===== config.mk =====
export PLATFORM = sky130hd
export DESIGN_NAME = fwd_gap_mod
export DESIGN_NICKNAME = d
export VERILOG_FILES = /design/src/rtl/fwd_gap_mod_pkg.sv /design/src/rtl/fwd_gap_tick.sv /design/src/rtl/fwd_gap_bitq.sv /design/src/rtl/fwd_gap_mod.sv
export SDC_FILE = /design/constraint.sdc
export NUM_CORES = 1
export LEC_CHECK = 0
export BUFFER_PORTS_ARGS = -buffer_cell sky130_fd_sc_hd__clkbuf_2
export CAP_MARGIN = 5
export CORE_MARGIN = 5
export CORE_UTILIZATION = 50
export CTS_CLUSTER_DIAMETER = 60
export DETAILED_ROUTE_END_ITERATION = 10
export GPL_TIMING_DRIVEN = 0
export PLACE_DENSITY = 0.74
export REMOVE_ABC_BUFFERS = 1
export SKIP_LAST_GASP = 1
export SLEW_MARGIN = 10
export SYNTH_ARGS = -nofsm -noshare
export SYNTH_HDL_FRONTEND = slang
export SYNTH_SLANG_ARGS = --single-unit

===== constraint.sdc =====
create_clock -name clk -period 5.4 [get_ports clk]
set_input_delay 0.81 -clock clk [delete_from_list [all_inputs] [get_ports clk]]
set_output_delay 0.81 -clock clk [all_outputs]
set_load 0.01 [all_outputs]

===== src/rtl/fwd_gap_mod_pkg.sv =====
package fwd_gap_mod_pkg;

    typedef enum logic [1:0] {
        ST_IDLE,
        ST_GAP,
        ST_CARRIER,
        ST_SETTLE
    } gm_state_e;

    // carrier-cycle durations of the symbol pieces
    localparam int unsigned SOF_OFF_CYC   = 55;
    localparam int unsigned SOF_ON_CYC    = 18;
    localparam int unsigned ONE_ON_CYC    = 32;
    localparam int unsigned ZERO_OFF_CYC  = 23;
    localparam int unsigned ZERO_ON_CYC   = 18;
    localparam int unsigned RD_SETTLE_CYC = 50;
    localparam int unsigned WR_SETTLE_CYC = 813;

endpackage


===== src/rtl/fwd_gap_tick.sv =====
module fwd_gap_tick #(
    parameter int unsigned CLK_PER_CARRIER = 400
) (
    input  logic clk,
    input  logic rst_n,
    input  logic clr_i,
    output logic tick_o
);

    generate
        if (CLK_PER_CARRIER <= 1) begin : g_passthru
            assign tick_o = 1'b1;
        end else begin : g_prescale
            localparam int unsigned PW = $clog2(CLK_PER_CARRIER);
            localparam logic [PW-1:0] LAST = PW'(CLK_PER_CARRIER - 1);

            logic [PW-1:0] pre_d, pre_q;

            always_comb begin
                if (clr_i || pre_q == LAST) pre_d = '0;
                else                        pre_d = pre_q + 1'b1;
            end

            always_ff @(posedge clk or negedge rst_n) begin
                if (!rst_n) pre_q <= '0;
                else        pre_q <= pre_d;
            end

            assign tick_o = (pre_q == LAST);


            tick_period_chk: assert property (@(posedge clk) disable iff (!rst_n)
                tick_o |=> !tick_o);
        end
    endgenerate

endmodule


===== src/rtl/fwd_gap_bitq.sv =====
module fwd_gap_bitq #(
    parameter int unsigned MAX_BITS = 64,
    parameter int unsigned CNT_W    = 7
) (
    input  logic                clk,
    input  logic                rst_n,
    input  logic                load_i,
    input  logic                adv_i,
    input  logic [MAX_BITS-1:0] bits_i,
    input  logic [CNT_W-1:0]    cnt_i,
    output logic                next_bit_o,
    output logic                more_o
);

    typedef struct packed {
        logic [MAX_BITS-1:0] sr;
        logic [CNT_W-1:0]    rem;
    } bq_t;

    bq_t bq_d, bq_q;

    always_comb begin
        bq_d = bq_q;
        if (load_i) begin
            bq_d.sr  = bits_i >> 1;   // bit 0 is the start gap
            bq_d.rem = cnt_i;
        end else if (adv_i) begin
            bq_d.sr  = bq_q.sr >> 1;
            bq_d.rem = bq_q.rem - 1'b1;
        end
    end

    always_ff @(posedge clk or negedge rst_n) begin
        if (!rst_n) bq_q <= '0;
        else        bq_q <= bq_d;
    end

    assign next_bit_o = bq_q.sr[0];
    assign more_o     = (bq_q.rem > CNT_W'(1));


    sr_hold_chk: assert property (@(posedge clk) disable iff (!rst_n)
        (!load_i && !adv_i) |=> $stable(bq_q));


    adv_needs_more_chk: assert property (@(posedge clk) disable iff (!rst_n)
        (adv_i && !load_i) |-> more_o);

endmodule


===== src/rtl/fwd_gap_mod.sv =====
module fwd_gap_mod
    import fwd_gap_mod_pkg::*;
#(
    parameter int unsigned CLK_PER_CARRIER = 400,
    parameter int unsigned MAX_BITS        = 64,
    parameter int unsigned SOF_OFF         = SOF_OFF_CYC,
    parameter int unsigned SOF_ON          = SOF_ON_CYC,
    parameter int unsigned ONE_ON          = ONE_ON_CYC,
    parameter int unsigned ZERO_OFF        = ZERO_OFF_CYC,
    parameter int unsigned ZERO_ON         = ZERO_ON_CYC,
    parameter int unsigned RD_SETTLE       = RD_SETTLE_CYC,
    parameter int unsigned WR_SETTLE       = WR_SETTLE_CYC,
    parameter int unsigned CNT_W           = $clog2(MAX_BITS + 1)
) (
    input  logic                clk,
    input  logic                rst_n,
    input  logic                start_i,
    input  logic                is_write_i,
    input  logic [CNT_W-1:0]    bit_cnt_i,
    input  logic [MAX_BITS-1:0] bits_i,
    output logic                field_on_o,
    output logic                busy_o,
    output logic                done_o,
    output logic                capture_ready_o
);

    localparam int unsigned M1      = (SOF_OFF > SOF_ON) ? SOF_OFF : SOF_ON;
    localparam int unsigned M2      = (ONE_ON > ZERO_OFF) ? ONE_ON : ZERO_OFF;
    localparam int unsigned M3      = (ZERO_ON > RD_SETTLE) ? ZERO_ON : RD_SETTLE;
    localparam int unsigned M12     = (M1 > M2) ? M1 : M2;
    localparam int unsigned M123    = (M12 > M3) ? M12 : M3;
    localparam int unsigned MAX_LEN = (M123 > WR_SETTLE) ? M123 : WR_SETTLE;
    localparam int unsigned LEN_W   = $clog2(MAX_LEN + 1);

    localparam logic [LEN_W-1:0] L_SOF_OFF   = LEN_W'(SOF_OFF);
    localparam logic [LEN_W-1:0] L_SOF_ON    = LEN_W'(SOF_ON);
    localparam logic [LEN_W-1:0] L_ONE_ON    = LEN_W'(ONE_ON);
    localparam logic [LEN_W-1:0] L_ZERO_OFF  = LEN_W'(ZERO_OFF);
    localparam logic [LEN_W-1:0] L_ZERO_ON   = LEN_W'(ZERO_ON);
    localparam logic [LEN_W-1:0] L_RD_SETTLE = LEN_W'(RD_SETTLE);
    localparam logic [LEN_W-1:0] L_WR_SETTLE = LEN_W'(WR_SETTLE);

    typedef struct packed {
        gm_state_e        st;
        logic [LEN_W-1:0] ph;
        logic             field;
        logic             done;
        logic             cap;
        logic             wr;
        logic             first;
        logic             one;
    } fsm_t;

    fsm_t fsm_d, fsm_q;

    logic tick;
    logic load, adv, clr;
    logic next_bit, more;
    logic [LEN_W-1:0] off_len, on_len, settle_len;

    fwd_gap_tick #(
        .CLK_PER_CARRIER (CLK_PER_CARRIER)
    ) i_tick (
        .clk    (clk),
        .rst_n  (rst_n),
        .clr_i  (clr),
        .tick_o (tick)
    );

    fwd_gap_bitq #(
        .MAX_BITS (MAX_BITS),
        .CNT_W    (CNT_W)
    ) i_bitq (
        .clk        (clk),
        .rst_n      (rst_n),
        .load_i     (load),
        .adv_i      (adv),
        .bits_i     (bits_i),
        .cnt_i      (bit_cnt_i),
        .next_bit_o (next_bit),
        .more_o     (more)
    );

    always_comb begin
        off_len    = fsm_q.first ? L_SOF_OFF : L_ZERO_OFF;
        on_len     = fsm_q.first ? L_SOF_ON
                                 : (fsm_q.one ? L_ONE_ON : L_ZERO_ON);
        settle_len = fsm_q.wr ? L_WR_SETTLE : L_RD_SETTLE;
    end

    always_comb begin
        fsm_d      = fsm_q;
        fsm_d.done = 1'b0;
        fsm_d.cap  = 1'b0;
        load       = 1'b0;
        adv        = 1'b0;
        clr        = 1'b0;

        unique case (fsm_q.st)
            ST_IDLE: begin
                fsm_d.field = 1'b1;
                if (start_i) begin
                    load        = 1'b1;
                    clr         = 1'b1;
                    fsm_d.st    = ST_GAP;
                    fsm_d.ph    = '0;
                    fsm_d.field = 1'b0;
                    fsm_d.wr    = is_write_i;
                    fsm_d.first = 1'b1;
                    fsm_d.one   = 1'b0;
                end
            end
            ST_GAP: begin
                if (tick) begin
                    if (fsm_q.ph == off_len - 1'b1) begin
                        fsm_d.st    = ST_CARRIER;
                        fsm_d.ph    = '0;
                        fsm_d.field = 1'b1;
                    end else begin
                        fsm_d.ph = fsm_q.ph + 1'b1;
                    end
                end
            end
            ST_CARRIER: begin
                if (tick) begin
                    if (fsm_q.ph == on_len - 1'b1) begin
                        fsm_d.ph = '0;
                        if (more) begin
                            adv         = 1'b1;
                            fsm_d.first = 1'b0;
                            fsm_d.one   = next_bit;
                            fsm_d.st    = next_bit ? ST_CARRIER : ST_GAP;
                            fsm_d.field = next_bit;
                        end else begin
                            fsm_d.st   = ST_SETTLE;
                            fsm_d.done = 1'b1;
                        end
                    end else begin
                        fsm_d.ph = fsm_q.ph + 1'b1;
                    end
                end
            end
            ST_SETTLE: begin
                if (tick) begin
                    if (fsm_q.ph == settle_len - 1'b1) begin
                        fsm_d.st  = ST_IDLE;
                        fsm_d.ph  = '0;
                        fsm_d.cap = 1'b1;
                    end else begin
                        fsm_d.ph = fsm_q.ph + 1'b1;
                    end
                end
            end
            default: fsm_d.st = ST_IDLE;
        endcase
    end

    always_ff @(posedge clk or negedge rst_n) begin
        if (!rst_n) begin
            fsm_q       <= '0;
            fsm_q.st    <= ST_IDLE;
            fsm_q.field <= 1'b1;
        end else begin
            fsm_q <= fsm_d;
        end
    end

    assign field_on_o      = fsm_q.field;
    assign busy_o          = (fsm_q.st != ST_IDLE);
    assign done_o          = fsm_q.done;
    assign capture_ready_o = fsm_q.cap;


    idle_field_chk: assert property (@(posedge clk) disable iff (!rst_n)
        !busy_o |-> field_on_o);


    gap_only_busy_chk: assert property (@(posedge clk) disable iff (!rst_n)
        $fell(field_on_o) |-> busy_o);


    done_pulse_chk: assert property (@(posedge clk) disable iff (!rst_n)
        done_o |=> (!done_o && field_on_o && busy_o));


    cap_end_chk: assert property (@(posedge clk) disable iff (!rst_n)
        $fell(busy_o) |-> capture_ready_o);


    cap_idle_chk: assert property (@(posedge clk) disable iff (!rst_n)
        capture_ready_o |-> (!busy_o && !done_o));

endmodule


==> flow_summary.yaml, run 1 <==
global_route:
  grt_max_degree: 98
  antenna_found_initial: 0
  grt_pass1_wl_um: 21300
  grt_pass1_vias: 4635
  grt.overflow.total: 0
  track_usage: 0.204
finish:
  syn_to_final_growth_pct: 14.2
  num-nets-final: 721
  layout_commonest_cell: "dfrtp_1"
  final_cell_mix: "96 x dfrtp_1, 89 x nor2_1, 76 x o21ai_0, 76 x clkbuf_2, 68 x a31oi_1"
  diodes: 0
  layout-drive-gt1-share: 0.177
  final_util: 0.590
critical_path:
  cpMaxStageDelayCell: "or3_4"
  worstRegToRegCells: 5
  worst-setup-path-type: "flip-flop to flip-flop"
  path_buf_inv: 0
  critPathArrivalTime_ps: 3200
  r2r_slack_ps: 2480
  cp_top_family: "simple AND/OR/NAND/NOR gates"
  crit_path_start_kind: "flip-flop"
  r2r-start: "i_tick.g_prescale.pre_q[5]"
  endpoint_kind: "flip-flop"
  crit_fanout: 77
  required_ps: 5680
  slowest_delay_ps: 700
  r2r-end: "i_bitq.bq_q[6]"
  worstPathCellList: "nor4bb_1 -> nand3_1 -> or3_4 -> or4_1 -> a31oi_1"
routing:
  ant_nets: 0
  drt_iter0_markers: 293
  drc_errors: 0
  vias_per_cell: 6.05
  drt-pass1-iter-count: 5
  wl_per_cell_um: 16.0
  vias: 4665
  drt_wl_total_um: 12300
timing:
  slew_viol_final: 0
  hold_viol: 0
  finalSetupViolCount: 0
  maxSlewHeadroom: 0.434
  period_share: 0.541
  min_period_ps: 2920
  fmax_mhz: 342
  rsz0062_at_grt: "false"
  final.setup.tns_ps: 0
  clock_skew_ps: 11.1
  worst_pin_slew_ps: 845
floorplanning:
  die_w_um: 111
  die_area_um2: 12300
  start_util: 0.517
  core_area_um2: 9860
  die_y_um: 111
  rows: 36
  io_pins: 79
place:
  dpl.hpwl_um: 7790
  routabilityCongestion: 0.931
  port_buffers: 77
logic_synthesis:
  synth_seq_cells: 97
  synth_edf_count: 0
  synth_fa_ha_area_frac: 0.0245
  syn_area_per_cell_um2: 8.61
  yosys_warnings: 0
  synthDistinctLibCells: 45
  ys_seq_area_frac: 0.476
  synth_compound_area_frac: 0.259
  yosys.area_share.simple: 0.158
  synthArstFlopShare: 1.00
  synthesis.area_um2: 5100
  synth_top_family_by_area: "compound AO/OA/AOI/OAI gates"
  synthFlopType: "dfrtp_1"
  synth_xor_area_frac: 0.0275
  synthCells: 592
  synth_mux_area_frac: 0.00393
clock_tree:
  post-cts-setup-buffer-count: 0
  ctsRootBufferMaster: "clkbuf_8"
  cts_buffers: 9
  h-tree-depth: 3
  clk_path_buf_depth: 2
  cts_resized: 0
  cts_sinks: 97
  hold_buffers: 0
  cts.reportedPaths.clkPinSlew_ps: 90
  cts_tree: "yes"
  insertion_delay_ps: 360
pwr:
  ir_drop_uv: 148
  p_per_area_nw_per_um2: 222
  p_leak_nw: 2.33
run_status:
  outcome: "completed"
worst_hold_path:
  hold_path_class: "flip-flop to flip-flop"
  hold_path_end: "i_tick.g_prescale.pre_q[0]"
  min-delay-start: "i_tick.g_prescale.pre_q[0]"
  holdPathStages: 1
run:
  cap_viol_max_count: 0
how the worst max path moves through the flow:
| stage | startpoint | endpoint | slack (ps) | cells past startpoint |
|---|---|---|---|---|
| after CTS | i_tick.g_prescale.pre_q[5] | i_bitq.bq_q[6] | 2490 | 5 |
| after global placement | i_bitq.bq_q[3] | i_bitq.bq_q[1] | -1560 | 4 |
| final | i_tick.g_prescale.pre_q[5] | i_bitq.bq_q[6] | 2480 | 5 |
| after floorplan | i_bitq.bq_q[3] | i_bitq.bq_q[0] | 840 | 4 |
| after global routing | i_tick.g_prescale.pre_q[5] | i_bitq.bq_q[6] | 2320 | 5 |
| after detailed placement | i_tick.g_prescale.pre_q[5] | i_bitq.bq_q[6] | 2520 | 5 |
area by class of cell:
cell class / instances / area (um2)
repair buffers: 87 / 564
well taps: 133 / 166
multi-input cells: 430 / 2440
fillers: 868 / 4040
flip-flops and latches: 97 / 2430
clock inverters: 3 / 43.8
inverters: 11 / 41.3
clock buffers: 10 / 138
registers in the layout, indices dropped and copies added (netlist names):
name	cells
fsm_q	15
done_o	1
i_bitq.next_bit_o	1
capture_ready_o	1
i_tick.g_prescale.pre_q	9
field_on_o	1
i_bitq.bq_q	69
layer usage:
layer  GRT usage  share of wire  vias up
li1            -              -     2222
met4      0.0698          0.016        0
met2       0.329           0.46      151
met3      0.0377          0.063       19
met1       0.277           0.46     2273
met5           0              0        -
stage by stage:
stage	worst slack, ps	cell area [um2]	power, mW	hold WS (ps)	std cells
after CTS	2490	5820	1.31	455	771
after global routing	2320	5820	1.34	490	771
after detailed placement	2520	5640	0.846	443	758
after floorplan	839	4880	0.794	425	538
final	2480	5820	1.29	454	771
after global placement	-1560	5430	0.842	436	748
logic make-up (layout without fill, tap and decap cells):
group,after synthesis,after routing
xor+xnor,16,16
flops,97,97
simple gates,171,171
buf+inv,65,111
fa+ha+maj,10,10
compound gates,231,231
mux,2,2
Yosys cell counts, types with 2 or more instances:
library cell   n  area share
o31a_1         2      0.0034
o31ai_1        7       0.010
nor3_1         6      0.0059
nor4_1         4      0.0049
buf_2          6      0.0059
nand2b_1       2      0.0025
nand4_1        2      0.0025
inv_1         11      0.0081
or4_1          6      0.0088
nor2_1        90       0.066
nor4b_1        4      0.0069
and3_1         6      0.0074
ha_1          10       0.025
dfrtp_1       96        0.47
o21ai_0       76       0.075
xnor2_1       10       0.017
mux2i_1        2      0.0039
clkbuf_1      46       0.034
xor2_1         6       0.010
o2111ai_1      3      0.0052
nand2_1       24       0.018
or3_1          7      0.0086
or2_2          4      0.0049
a31oi_1       68       0.083
nand3_1        9      0.0088
o41ai_1        3      0.0052
a21oi_1       64       0.063
power breakdown:
group          switching (mW)  internal (mW)
Sequential             0.0200          0.743
Clock                   0.242          0.219
Combinational          0.0326         0.0342
Total                   0.295          0.997
No activity file was read; power rests on OpenSTA's default activity.
==> run 2, diff against run 1 <==
PLACE_DENSITY = 0.76   (was 0.74)
clock period = 2.56 ns   (was 5.4 ns; I/O delays follow)
==> flow_summary.yaml, run 2 (synthesis results as in run 1) <==
critical_path:
  worst-setup-path-type: "flip-flop to flip-flop"
  required_ps: 2840
  crit_fanout: 20
  endpoint_kind: "flip-flop"
  critPathArrivalTime_ps: 2770
  crit_path_start_kind: "flip-flop"
place:
  dp_cells: 758
  pre_cts_ws_ps: -286
  routabilityCongestion: 0.878
  place_area_um2: 5610
  port_buffers: 77
  dpl.hpwl_um: 7800
routing:
  drt_iter0_markers: 401
  drc_errors: 0
  ant_nets: 0
  wl_per_cell_um: 16.6
  vias: 4700
  drt_wl_total_um: 12900
  vias_per_cell: 6.03
  drt-pass1-iter-count: 5
clock_tree:
  cts_sinks: 97
  h-tree-depth: 3
  ctsRootBufferMaster: "clkbuf_8"
  cts_tree: "yes"
  cts_buffers: 9
  insertion_delay_ps: 360
  cts.reportedPaths.clkPinSlew_ps: 90
  clk_path_buf_depth: 2
finish:
  fill_cells: 833
  num-nets-final: 726
  syn_to_final_growth_pct: 16.6
  reg_top3: "i_bitq.bq_q x69, fsm_q x15, i_tick.g_prescale.pre_q x9"
  diodes: 0
  final_cell_mix: "96 x dfrtp_1, 89 x nor2_1, 76 x o21ai_0, 76 x clkbuf_2, 68 x a31oi_1"
  layout_commonest_cell: "dfrtp_1"
  fin_cells: 779
  largest_reg_flops: 69
  layout-drive-gt1-share: 0.192
  regMostFlops: "i_bitq.bq_q"
  fin_area_um2: 5950
timing:
  period_share: 0.972
  hold_viol: 0
  worst_pin_slew_ps: 866
  worst_slack_ps: 72.4
  rsz0062_at_grt: "false"
  min_period_ps: 2490
  slew_viol_final: 0
  fmax_mhz: 402
  maxSlewHeadroom: 0.420
  finalSetupViolCount: 0
  clock_skew_ps: 5.21
global_route:
  grt_pass1_wl_um: 21300
  grt.overflow.total: 0
  grt_pass1_vias: 4557
  grt.met1_usage: 0.287
  grt_max_degree: 98
  antenna_found_initial: 0
  track_usage: 0.205
  use_met3: 0.0404
  top_usage_layer: "met2"
  use_met2: 0.325
run_status:
  outcome: "completed"
floorplanning:
  start_util: 0.517
  die_area_um2: 12300
  io_pins: 79
  die_w_um: 111
  core_area_um2: 9860
  rows: 36
  die_y_um: 111
pwr:
  p_per_area_nw_per_um2: 498
  p_leak_nw: 2.39
  seqPwrFrac: 0.547
  swShare: 0.217
  p_comb_frac: 0.048
  clockPowerShare: 0.405
  ir_drop_uv: 324
  cellInternalPower_mw: 2.32
  p_switching_mw: 0.642
run:
  cap_viol_max_count: 0
worst_hold_path:
  hold_path_class: "input pin to asynchronous set/reset pin"
[run 2: cell types whose count changed in the layout (fill, tap and decap cells not counted), sizes merged]
cell	delta
clkinv	-1
nor2	+1
or3	+2
clkinvlp	+1
bufinv	+2
clkbuf	+1
buf	+2
[run 2: cell type report]
class                           instances  area [um2]  share of cell area
Tap cell                              133         166              0.0280
Timing Repair Buffer                   89         559              0.0940
Inverter                               11        41.3             0.00694
Sequential cell                        97        2430               0.408
Clock inverter                          5         103              0.0173
Multi-Input combinational cell        433        2510               0.422
Clock buffer                           11         141              0.0238
[run 2: power groups by stage]
stage | registers [mW] | logic, mW | clock network [mW]
6_report | 1.62 | 0.143 | 1.20
5_1_grt | 1.63 | 0.162 | 1.29
4_1_cts | 1.61 | 0.145 | 1.23
3_5_place_dp | 1.64 | 0.143 | 0
3_3_place_gp | 1.64 | 0.138 | 0
2_1_floorplan | 1.63 | 0.0468 | 0
[run 2: routing by layer]
| layer | wire [um] | share of wire | vias to the layer above |
|---|---|---|---|
| met5 | 0 | 0 | - |
| met2 | 6200 | 0.48 | 185 |
| met4 | 124 | 0.0096 | 0 |
| met3 | 898 | 0.070 | 14 |
| li1 | - | - | 2235 |
| met1 | 5690 | 0.44 | 2266 |
[run 2: what timing repair did]
action	CTS	global route
pin swaps	1	3
gates cloned	2	1
hold buffers	0	0
buffers inserted	0	2
endpoints found under the hold margin	0	0
setup endpoints to repair	26	70
gates resized for setup	3	6
[run 2: through the flow]
| step | hold WS [ps] | power (mW) | utilization | TNS (ps) |
|---|---|---|---|---|
| 2_1_floorplan | 88.4 | 1.68 | - | -143620 |
| 3_3_place_gp | 436 | 1.78 | 0.551 | -328210 |
| 3_5_place_dp | 450 | 1.78 | 0.568 | -2490 |
| 4_1_cts | 124 | 2.98 | 0.596 | -20.2 |
| 5_1_grt | 167 | 3.08 | 0.603 | 0 |
| 6_report | 73.0 | 2.96 | 0.603 | 0 |
[run 2: path summary, 6_finish.rpt]
kind	start	end	slack (ps)	cells past startpoint
hold / removal	rst_n	fsm_q[15]	70	1
setup / recovery	fsm_q[15]	i_bitq.bq_q[4]	70	5
setup reg to reg	fsm_q[15]	i_bitq.bq_q[4]	70	5
min in group clk	is_write_i	fsm_q[2]	220	3
max in group asynchronous	rst_n	i_tick.g_prescale.pre_q[6]	1930	1
hold reg to reg	i_tick.g_prescale.pre_q[0]	i_tick.g_prescale.pre_q[0]	470	1
[run 2: worst max-delay path, cell delays in order, from the launching register on]
cell       delay [ps]
dfrtp_1           440
nand4bb_1         250
or4_4             530
or3_4             480
or4_1             510
a31oi_1           190
